## src/rtl/evt_pkg.sv

```systemverilog
package evt_pkg;
  localparam int ADDR_W = 3;
  localparam int DATA_W = 8;

  typedef enum logic [ADDR_W-1:0] {
    REG_CTRL_A = 3'd0,
    REG_CTRL_B = 3'd1,
    REG_CMP_A  = 3'd2,
    REG_CMP_B  = 3'd3,
    REG_PIN_EN = 3'd4,
    REG_FLAGCL = 3'd5
  } reg_addr_e;

  typedef enum logic [1:0] {
    SRC_TAP0 = 2'd0,
    SRC_TAP1 = 2'd1,
    SRC_TAP2 = 2'd2,
    SRC_PIN  = 2'd3
  } src_e;

  localparam int N_TAPS = 3;
endpackage

```

## src/rtl/evt_prescaler.sv

```systemverilog
module evt_prescaler #(
  parameter int TAP0 = 4,
  parameter int TAP1 = 6,
  parameter int TAP2 = 8
) (
  input  logic       clk,
  input  logic       rst_n,
  output logic [2:0] taps
);
  localparam int PW = (TAP2 > TAP1) ? ((TAP2 > TAP0) ? TAP2 : TAP0)
                                    : ((TAP1 > TAP0) ? TAP1 : TAP0);
  localparam int SHIFT [3] = '{TAP0, TAP1, TAP2};

  logic [PW-1:0] div_q;

  always_ff @(posedge clk or negedge rst_n) begin
    if (!rst_n) div_q <= '0;
    else        div_q <= div_q + 1'b1;
  end

  // A tap ticks once every 2**SHIFT clocks, when its low bits are all ones.
  for (genvar g = 0; g < 3; g++) begin : g_tap
    assign taps[g] = &div_q[SHIFT[g]-1:0];
  end
endmodule

```

## src/rtl/evt_pin_sync.sv

```systemverilog
module evt_pin_sync (
  input  logic clk,
  input  logic rst_n,
  input  logic pin,
  input  logic enable,
  output logic fall
);
  logic s1, s2, s3;
  logic pin_g;

  assign pin_g = enable ? pin : 1'b1;   // a disabled pin reads as idle high

  always_ff @(posedge clk or negedge rst_n) begin
    if (!rst_n) begin
      s1 <= 1'b1;
      s2 <= 1'b1;
      s3 <= 1'b1;
    end else begin
      s1 <= pin_g;
      s2 <= s1;
      s3 <= s2;
    end
  end

  assign fall = s3 & ~s2;
endmodule

```

## src/rtl/evt_byte_counter.sv

```systemverilog
module evt_byte_counter #(
  parameter int W = 8
) (
  input  logic         clk,
  input  logic         rst_n,
  input  logic         hold,
  input  logic         step,
  input  logic         wrap,
  output logic [W-1:0] cnt
);
  always_ff @(posedge clk or negedge rst_n) begin
    if (!rst_n)              cnt <= '0;
    else if (hold)           cnt <= '0;
    else if (step && wrap)   cnt <= '0;
    else if (step)           cnt <= cnt + 1'b1;
  end
endmodule

```

## src/rtl/evtimer_pair.sv

```systemverilog
module evtimer_pair
  import evt_pkg::*;
#(
  parameter int W    = 8,
  parameter int TAP0 = 4,
  parameter int TAP1 = 6,
  parameter int TAP2 = 8
) (
  input  logic              clk,
  input  logic              rst_n,
  input  logic              wr_en,
  input  logic [ADDR_W-1:0] wr_addr,
  input  logic [DATA_W-1:0] wr_data,
  input  logic              evt_a,
  input  logic              evt_b,
  output logic [W-1:0]      count_a,
  output logic [W-1:0]      count_b,
  output logic              irq_a,
  output logic              irq_b
);
  logic [1:0]   src_a, src_b;
  logic         run_a, run_b, join_q;
  logic [W-1:0] cmp_a, cmp_b;
  logic [1:0]   pin_en;
  logic [2:0]   taps;
  logic         fall_a, fall_b;
  logic         tick_a, tick_b;
  logic         eq_a, eq_b, eq_full;
  logic         hold_a, hold_b, step_a, step_b, wrap_a, wrap_b;
  logic         set_a, set_b;
  logic         wsel_flag;

  // register writes
  always_ff @(posedge clk or negedge rst_n) begin
    if (!rst_n) begin
      src_a  <= SRC_TAP0;
      src_b  <= SRC_TAP0;
      run_a  <= 1'b0;
      run_b  <= 1'b0;
      join_q <= 1'b0;
      cmp_a  <= '1;
      cmp_b  <= '1;
      pin_en <= '0;
    end else if (wr_en) begin
      case (wr_addr)
        REG_CTRL_A: begin
          src_a  <= wr_data[1:0];
          run_a  <= wr_data[2];
          join_q <= wr_data[3];
        end
        REG_CTRL_B: begin
          src_b <= wr_data[1:0];
          run_b <= wr_data[2];
        end
        REG_CMP_A:  cmp_a  <= wr_data[W-1:0];
        REG_CMP_B:  cmp_b  <= wr_data[W-1:0];
        REG_PIN_EN: pin_en <= wr_data[1:0];
        default: ;
      endcase
    end
  end

  evt_prescaler #(.TAP0(TAP0), .TAP1(TAP1), .TAP2(TAP2)) u_pre (
    .clk(clk), .rst_n(rst_n), .taps(taps)
  );

  evt_pin_sync u_sync_a (
    .clk(clk), .rst_n(rst_n), .pin(evt_a), .enable(pin_en[0]), .fall(fall_a)
  );
  evt_pin_sync u_sync_b (
    .clk(clk), .rst_n(rst_n), .pin(evt_b), .enable(pin_en[1]), .fall(fall_b)
  );

  assign tick_a = (src_a == SRC_PIN) ? fall_a : taps[src_a];
  assign tick_b = (src_b == SRC_PIN) ? fall_b : taps[src_b];

  assign eq_a    = (count_a == cmp_a);
  assign eq_b    = (count_b == cmp_b);
  assign eq_full = eq_a & eq_b;

  // lane control: joined pair follows A's source and run bit
  always_comb begin
    hold_a = ~run_a;
    step_a = run_a & tick_a;
    if (join_q) begin
      wrap_a = eq_full;
      hold_b = ~run_a;
      step_b = step_a & (eq_full | (&count_a));
      wrap_b = eq_full;
      set_a  = 1'b0;
      set_b  = step_a & eq_full;
    end else begin
      wrap_a = eq_a;
      hold_b = ~run_b;
      step_b = run_b & tick_b;
      wrap_b = eq_b;
      set_a  = step_a & eq_a;
      set_b  = step_b & eq_b;
    end
  end

  evt_byte_counter #(.W(W)) u_cnt_a (
    .clk(clk), .rst_n(rst_n), .hold(hold_a), .step(step_a), .wrap(wrap_a),
    .cnt(count_a)
  );
  evt_byte_counter #(.W(W)) u_cnt_b (
    .clk(clk), .rst_n(rst_n), .hold(hold_b), .step(step_b), .wrap(wrap_b),
    .cnt(count_b)
  );

  assign wsel_flag = wr_en && (wr_addr == REG_FLAGCL);

  // sticky flags, a set beats a clear in the same cycle
  always_ff @(posedge clk or negedge rst_n) begin
    if (!rst_n) begin
      irq_a <= 1'b0;
      irq_b <= 1'b0;
    end else begin
      if (set_a)                         irq_a <= 1'b1;
      else if (wsel_flag && wr_data[0])  irq_a <= 1'b0;
      if (set_b)                         irq_b <= 1'b1;
      else if (wsel_flag && wr_data[1])  irq_b <= 1'b0;
    end
  end
endmodule

```

## config.mk

```make
export PLATFORM = sky130hd
export DESIGN_NAME = evtimer_pair
export DESIGN_NICKNAME = d
export VERILOG_FILES = /design/src/rtl/evt_pkg.sv /design/src/rtl/evt_prescaler.sv /design/src/rtl/evt_pin_sync.sv /design/src/rtl/evt_byte_counter.sv /design/src/rtl/evtimer_pair.sv
export SDC_FILE = /design/constraint.sdc
export NUM_CORES = 1
export LEC_CHECK = 0
export BUFFER_PORTS_ARGS = -buffer_cell sky130_fd_sc_hd__buf_4
export CORE_ASPECT_RATIO = 1.25
export CORE_MARGIN = 5
export CORE_UTILIZATION = 25
export DETAILED_ROUTE_END_ITERATION = 6
export PLACE_DENSITY = 0.4
export SETUP_SLACK_MARGIN = 0.15
export SLEW_MARGIN = 20
export SYNTH_ARGS = -nofsm -noshare
export SYNTH_HDL_FRONTEND = slang
export SYNTH_SLANG_ARGS = --single-unit
```

## constraint.sdc

```tcl
create_clock -name clk -period 5.4 [get_ports clk]
set_clock_uncertainty 0.2 [all_clocks]
set_input_delay 0.54 -clock clk [delete_from_list [all_inputs] [get_ports clk]]
set_output_delay 0.54 -clock clk [all_outputs]
set_load 0.02 [all_outputs]
```

==> results.md, run 1 <==
- IO Pins: 34
- Result of the run: finished clean
- Cell accounting for the most synthesized area: dfrtp_1
- Actual slew at the worst max-slew pin: 0.759 ns
- Final min period: 2.44 ns
- Layout cells sized above 1: 40.5%
- Min-delay worst type: primary input to async pin
- PortBufs: 33
- FF+latch count, synth: 57
- Max-slew headroom: 49.3%
- Initial Util: 25.8%
- Worst vdd ir: 0.000167 V
- Die W: 104 µm
- CTS root buf: clkbuf_16
- CP Capture Type: register
- Finish-stage setup viols: 0
- Crit path launch type: register
- DP HPWL: 4740 µm
- CTS buffer count: 9
- # Post-CTS Setup Buffers: 0
- PD cells: 404 nW/µm²
- Synth Flop Type: dfrtp_1
- Mean Syn Cell Area: 12.2 µm²
- Synth async-reset ratio: 100%
- Sequential area share after synthesis: 52.8%
- Placed Cells: 390
- Die area: 13200 µm²
- Routed WL: 6550 µm
- Die Y: 127 µm
- Core ar.: 10700 µm²
- Max cap viols: 0
- Crit-path cells: xnor2_1 -> nand4_1 -> nor4_4 -> a2bb2oi_4 -> and2_1 -> a22o_2
- Unique cell type count in the Yosys netlist: 38
- Clock latency on the worst-skew pair: 0.33 ns
- CTS tree: yes
- Num rows: 42
- GRT overflow: 0
- Hold Fails Final Rpt: 0
- First-pass DRT Iterations: 4
- Kind of critical path: register to register
- Required time of the worst setup path: 5.47 ns
- Setup TNS: 0 ns
- Slowest Stage Delay on Critical Path: 0.53 ns
- Pleak: 1.49 nW
- Post-Synthesis Cells: 226
- Worst hold slack: 0.0743 ns
- Cts repair resizes: 0
- Initial antenna violation count: 0
- Wirelength per Cell: 16.1 µm
- Tot Pwr: 1.41 mW
- Clk buf depth: 2
- RSZ-0062 raised after global routing: no
- Synth warn: 0
- Maximum clock frequency: 0.410 GHz
- 1st-iter DRT viols: 37
- DRT antenna net count: 0
- Final Cycle Share: 45.2%
- Layout area overhead: 26.6%
- Clock sinks: 57
- Reg clk slew, reported paths: 0.05 ns
- Via density: 4.60
- Final layout net count: 288
- Vias in the first global route: 2078
- Post-Syn Area: 2760 µm²
- Post-route DRC: 0
- Crit path DAT: 2.51 ns
- Synth top area share: 31.8%
- Hold_buf cts: 0
- Largest net degree at the start of global routing: 58
- Post-synth EDFFs: 0
- Layout Cells excl Fill: 406
- Antenna cells: 0
- CP max-delay cell: dfstp_2
- Syn nets: 245
- Total number of vias: 1869
- Top post-synthesis cells by area: dfrtp_1 (32%), dfstp_2 (21%), mux2_2 (10%)
- First-pass GRT wire length: 10800 µm
- H-Tree Depth: 3
- Max Fanout on Critical Path: 10
- Total GRT Usage: 10.7%
- GP Congestion: 0.704
- Slew Limit Fails: 0
-- worst max-delay path, delay by kind of cell, from the launching register on --
kind,cells,cell delay (ns)
AO/OA/AOI/OAI,2,0.50
XOR/XNOR,1,0.11
flip-flops,1,0.53
AND/OR/NAND/NOR,3,1.03
-- cells in the mapped netlist (all sizes together), types with 4 or more instances --
master and n:
o21ai 12, mux2 25, dfstp 22, nor2b 8
nand3 6, nand2b 7, a22o 11, inv 7
and2 4, xnor2 23, nand2 12, nand4 6
and3 7, dfrtp 35, nor2 9
-- registers in the layout, indices dropped and copies added (netlist names), 2 cells and up --
name	cells
cmp_a	8
u_pre.div_q	8
src_b	2
src_a	2
u_cnt_a.cnt	8
cmp_b	8
u_cnt_b.cnt	8
pin_en	2
-- metrics by stage --
step / setup WS (ns) / instance area (µm²) / utilization [%]
final: 2.96 / 3490 / 32.7
after global routing: 2.78 / 3490 / 32.7
after CTS: 2.92 / 3490 / 32.7
after detailed placement: 2.94 / 3160 / 29.6
after global placement: 2.98 / 3160 / 29.6
after floorplan: 3.12 / 2760 / -
-- area by class of cell --
class,count,area (µm²)
clock buffer,11,253
clock inverter,5,77.6
fill,1119,7180
inverter,7,26.3
multi-input combinational,161,1260
sequential,57,1450
tap,132,165
timing repair buffer,33,248
-- logic make-up after synthesis --
family / Yosys count / share of synthesized area [%]
AO/OA/AOI/OAI: 42 / 12.5
XOR/XNOR: 25 / 7.95
adder cells (fa/ha/maj): 3 / 1.36
buffers and inverters: 8 / 1.36
flip-flops: 57 / 52.8
multiplexers: 25 / 10.2
AND/OR/NAND/NOR: 66 / 13.8
-- placed cells by master, fill, tap and decap left out, types with 4 or more instances in the layout --
| cell type | n |
|---|---|
| buf_4 | 33 |
| a22o_2 | 7 |
| and2_1 | 4 |
| and3_1 | 6 |
| nand4_1 | 6 |
| mux2_2 | 25 |
| dfrtp_1 | 35 |
| xnor2_1 | 23 |
| clkbuf_16 | 9 |
| nand3_1 | 6 |
| nor2b_1 | 8 |
| nor2_1 | 9 |
| o21ai_0 | 12 |
| nand2b_1 | 7 |
| dfstp_2 | 22 |
| nand2_1 | 12 |
| a22o_1 | 4 |
| inv_1 | 7 |
-- power by group --
part,internal [mW],leakage [nW],switching [mW]
clock,0.427,0.162,0.197
sequential,0.508,0.686,0.0468
combinational,0.113,0.643,0.116
-- layer usage --
layer  GRT usage (%)  wire (µm)
met1            12.8       2940
met2            17.3       3260
met3            2.07        152
met4            7.32        205
met5               0          0
-- path summary, 6_finish.rpt --
path                        startpoint             end  slack (ns)  cells after the start
max                           cmp_a[3]  u_cnt_b.cnt[7]        2.96                      6
min                              rst_n  u_pre.div_q[7]        0.07                      1
max reg2reg                   cmp_a[3]  u_cnt_b.cnt[7]        2.96                      6
min reg2reg                u_sync_b.s1     u_sync_b.s2        0.16                      0
max in group asynchronous        rst_n  u_cnt_b.cnt[7]        4.42                      1
min in group clk           u_sync_b.s1     u_sync_b.s2        0.16                      0
(Power assumes the default switching activity.)
==> run 2, diff against run 1 <==
--- a/config.mk
+++ b/config.mk
@@ -10,7 +10,7 @@
 export CORE_MARGIN = 5
 export CORE_UTILIZATION = 25
 export DETAILED_ROUTE_END_ITERATION = 6
-export PLACE_DENSITY = 0.4
+export PLACE_DENSITY = 0.41
 export SETUP_SLACK_MARGIN = 0.15
 export SLEW_MARGIN = 20
 export SYNTH_ARGS = -nofsm -noshare
==> constraint.sdc (replaced) <==
create_clock -name clk -period 2.1 [get_ports clk]
set_clock_uncertainty 0.2 [all_clocks]
set_input_delay 0.21 -clock clk [delete_from_list [all_inputs] [get_ports clk]]
set_output_delay 0.21 -clock clk [all_outputs]
set_load 0.02 [all_outputs]
==> results.md, run 2 (synthesized netlist as in run 1, its figures left out) <==
- Clock latency on the worst-skew pair: 0.33 ns
- Die Y: 127 µm
- Required time of the worst setup path: 2.11 ns
- Routed WL: 6800 µm
- Vias in the first global route: 2238
- Finish-stage setup viols: 9
- Pleak: 1.73 nW
- Worst hold slack: 0.101 ns
- Layout area overhead: 42.6%
- Initial Util: 25.8%
- Total number of vias: 2050
- Min-delay worst type: primary input to register
- GP Congestion: 0.702
- DRT antenna net count: 0
- Hold EP: pin_en[1]
- Cell area after layout: 3930 µm²
- 1st-iter DRT viols: 23
- Final worst slack: -0.172 ns
- Reg clk slew, reported paths: 0.05 ns
- PortBufs: 33
- Commonest non-fill, non-tap cell in the layout: buf_4
- Post-route DRC: 0
- Kind of critical path: register to register
- FILL cells: 1075
- GRT overflow: 0
- H-Tree Depth: 3
- Flop-to-flop setup slack: -0.17 ns
- First-pass DRT Iterations: 4
- CP max-delay cell: dfstp_2
- DP HPWL: 5200 µm
- First-pass GRT wire length: 11500 µm
- RSZ-0062 raised after global routing: yes
- Max Fanout on Critical Path: 8
- P_int: 2.57 mW
- Clock sinks: 57
- FF+latch area: 1460 µm²
- Final min period: 2.27 ns
- Actual slew at the worst max-slew pin: 0.378 ns
- Total GRT Usage: 11.1%
- Slew Limit Fails: 0
- Commonest cells after routing, fill and taps aside: buf_4 (75), dfrtp_1 (31), mux2_2 (25), xnor2_1 (22), dfstp_2 (22)
- Final layout net count: 342
- Violated checks: setup timing
- Via density: 4.46
- IO Pins: 34
- Max cap viols: 0
- Hold depth: 3
- CP Capture Type: register
- Die W: 104 µm
- Num rows: 42
- R2R cell count: 6
- Startpoint of the worst register-to-register path: cmp_a[3]
- Min-Delay Startpoint: wr_addr[1]
- Max-slew headroom: 74.8%
- Crit-path cells: xnor2_1 -> nand4_1 -> nor4_4 -> a2bb2oi_4 -> o21ai_0 -> a22o_2
- Result of the run: finished, violations left
- Die area: 13200 µm²
- Sw frac: 26.6%
- Placed Area: 3510 µm²
- Top cell family by delay on the critical path: simple AND/OR/NAND/NOR gates
- Clock power share: 38.3%
- Maximum clock frequency: 0.440 GHz
- # Post-CTS Setup Buffers: 0
- CTS buffer count: 9
- Reg power frac: 40.2%
- PD cells: 891 nW/µm²
- CP bufs+invs: 0
- Largest net degree at the start of global routing: 32
- Final Cycle Share: 108%
- Initial antenna violation count: 0
- Crit path launch type: register
- CTS tree: yes
- CTS root buf: clkbuf_16
- P_sw: 0.930 mW
- Worst vdd ir: 0.000381 V
- Layout cells sized above 1: 50.0%
- Crit path DAT: 2.28 ns
- Wirelength per Cell: 14.8 µm
- Slowest Stage Delay on Critical Path: 0.53 ns
- Clk buf depth: 2
- Tot Pwr: 3.50 mW
- Crit Reg-Reg Endpoint: u_cnt_b.cnt[2]
- Combinational Power Share: 21.5%
- Multi-input combinational cell area: 1310 µm²
- Hold Fails Final Rpt: 0
- Antenna cells: 0
- Core ar.: 10700 µm²
- Setup slack at placement: -0.194 ns
==> run 2: worst max path at each step <==
stage | cells past startpoint | start | end
global route | 6 | cmp_a[4] | u_cnt_b.cnt[6]
detailed placement | 6 | cmp_a[3] | u_cnt_b.cnt[4]
CTS | 6 | cmp_a[3] | u_cnt_b.cnt[4]
finish | 6 | cmp_a[3] | u_cnt_b.cnt[2]
floorplan | 8 | u_cnt_a.cnt[1] | u_cnt_b.cnt[2]
global placement | 6 | cmp_a[2] | u_cnt_b.cnt[7]
==> run 2: tightest hold or removal path, delay by kind of cell <==
| kind | cells | cell delay (ns) |
|---|---|---|
| buffers and inverters | 1 | 0.10 |
| muxes | 1 | 0.21 |
| and+or+nand+nor | 1 | 0.07 |
==> run 2: layer usage <==
metal	global-route usage, %	routed length, µm	vias to the layer above
met4	5.72	153	0
met3	2.88	213	12
met2	19.2	3550	28
li1	-	-	1011
met5	0	0	-
met1	12.7	2880	999
==> run 2: what timing repair did <==
item	in CTS	in global routing
endpoints found under the setup margin	18	18
pin swaps	1	1
hold buffers	11	0
endpoints found under the hold margin	70	0
gates resized for setup	7	6
==> run 2: cell type report <==
type | count | area share (%)
well taps | 132 | 4.20
multi-input cells | 161 | 33.3
clock buffers | 14 | 6.72
repair buffers | 87 | 17.6
inverters | 7 | 0.669
clock inverters | 2 | 0.350
flip-flops and latches | 57 | 37.1
==> run 2: power by group through the flow <==
stage	registers [mW]	logic, mW	clock network (mW)
floorplan	1.44	0.413	0
global placement	1.42	0.733	0
detailed placement	1.42	0.739	0
CTS	1.41	0.763	1.39
global route	1.42	0.834	1.45
finish	1.41	0.751	1.34
==> run 2: through the flow <==
stage	instances	util, %	setup TNS, ns
3_5_place_dp	433	32.9	-1.43
3_3_place_gp	433	32.9	-1.23
2_1_floorplan	226	-	-0.194
5_1_grt	460	36.8	-2.79
6_report	460	36.8	-1.14
4_1_cts	460	36.7	-1.49
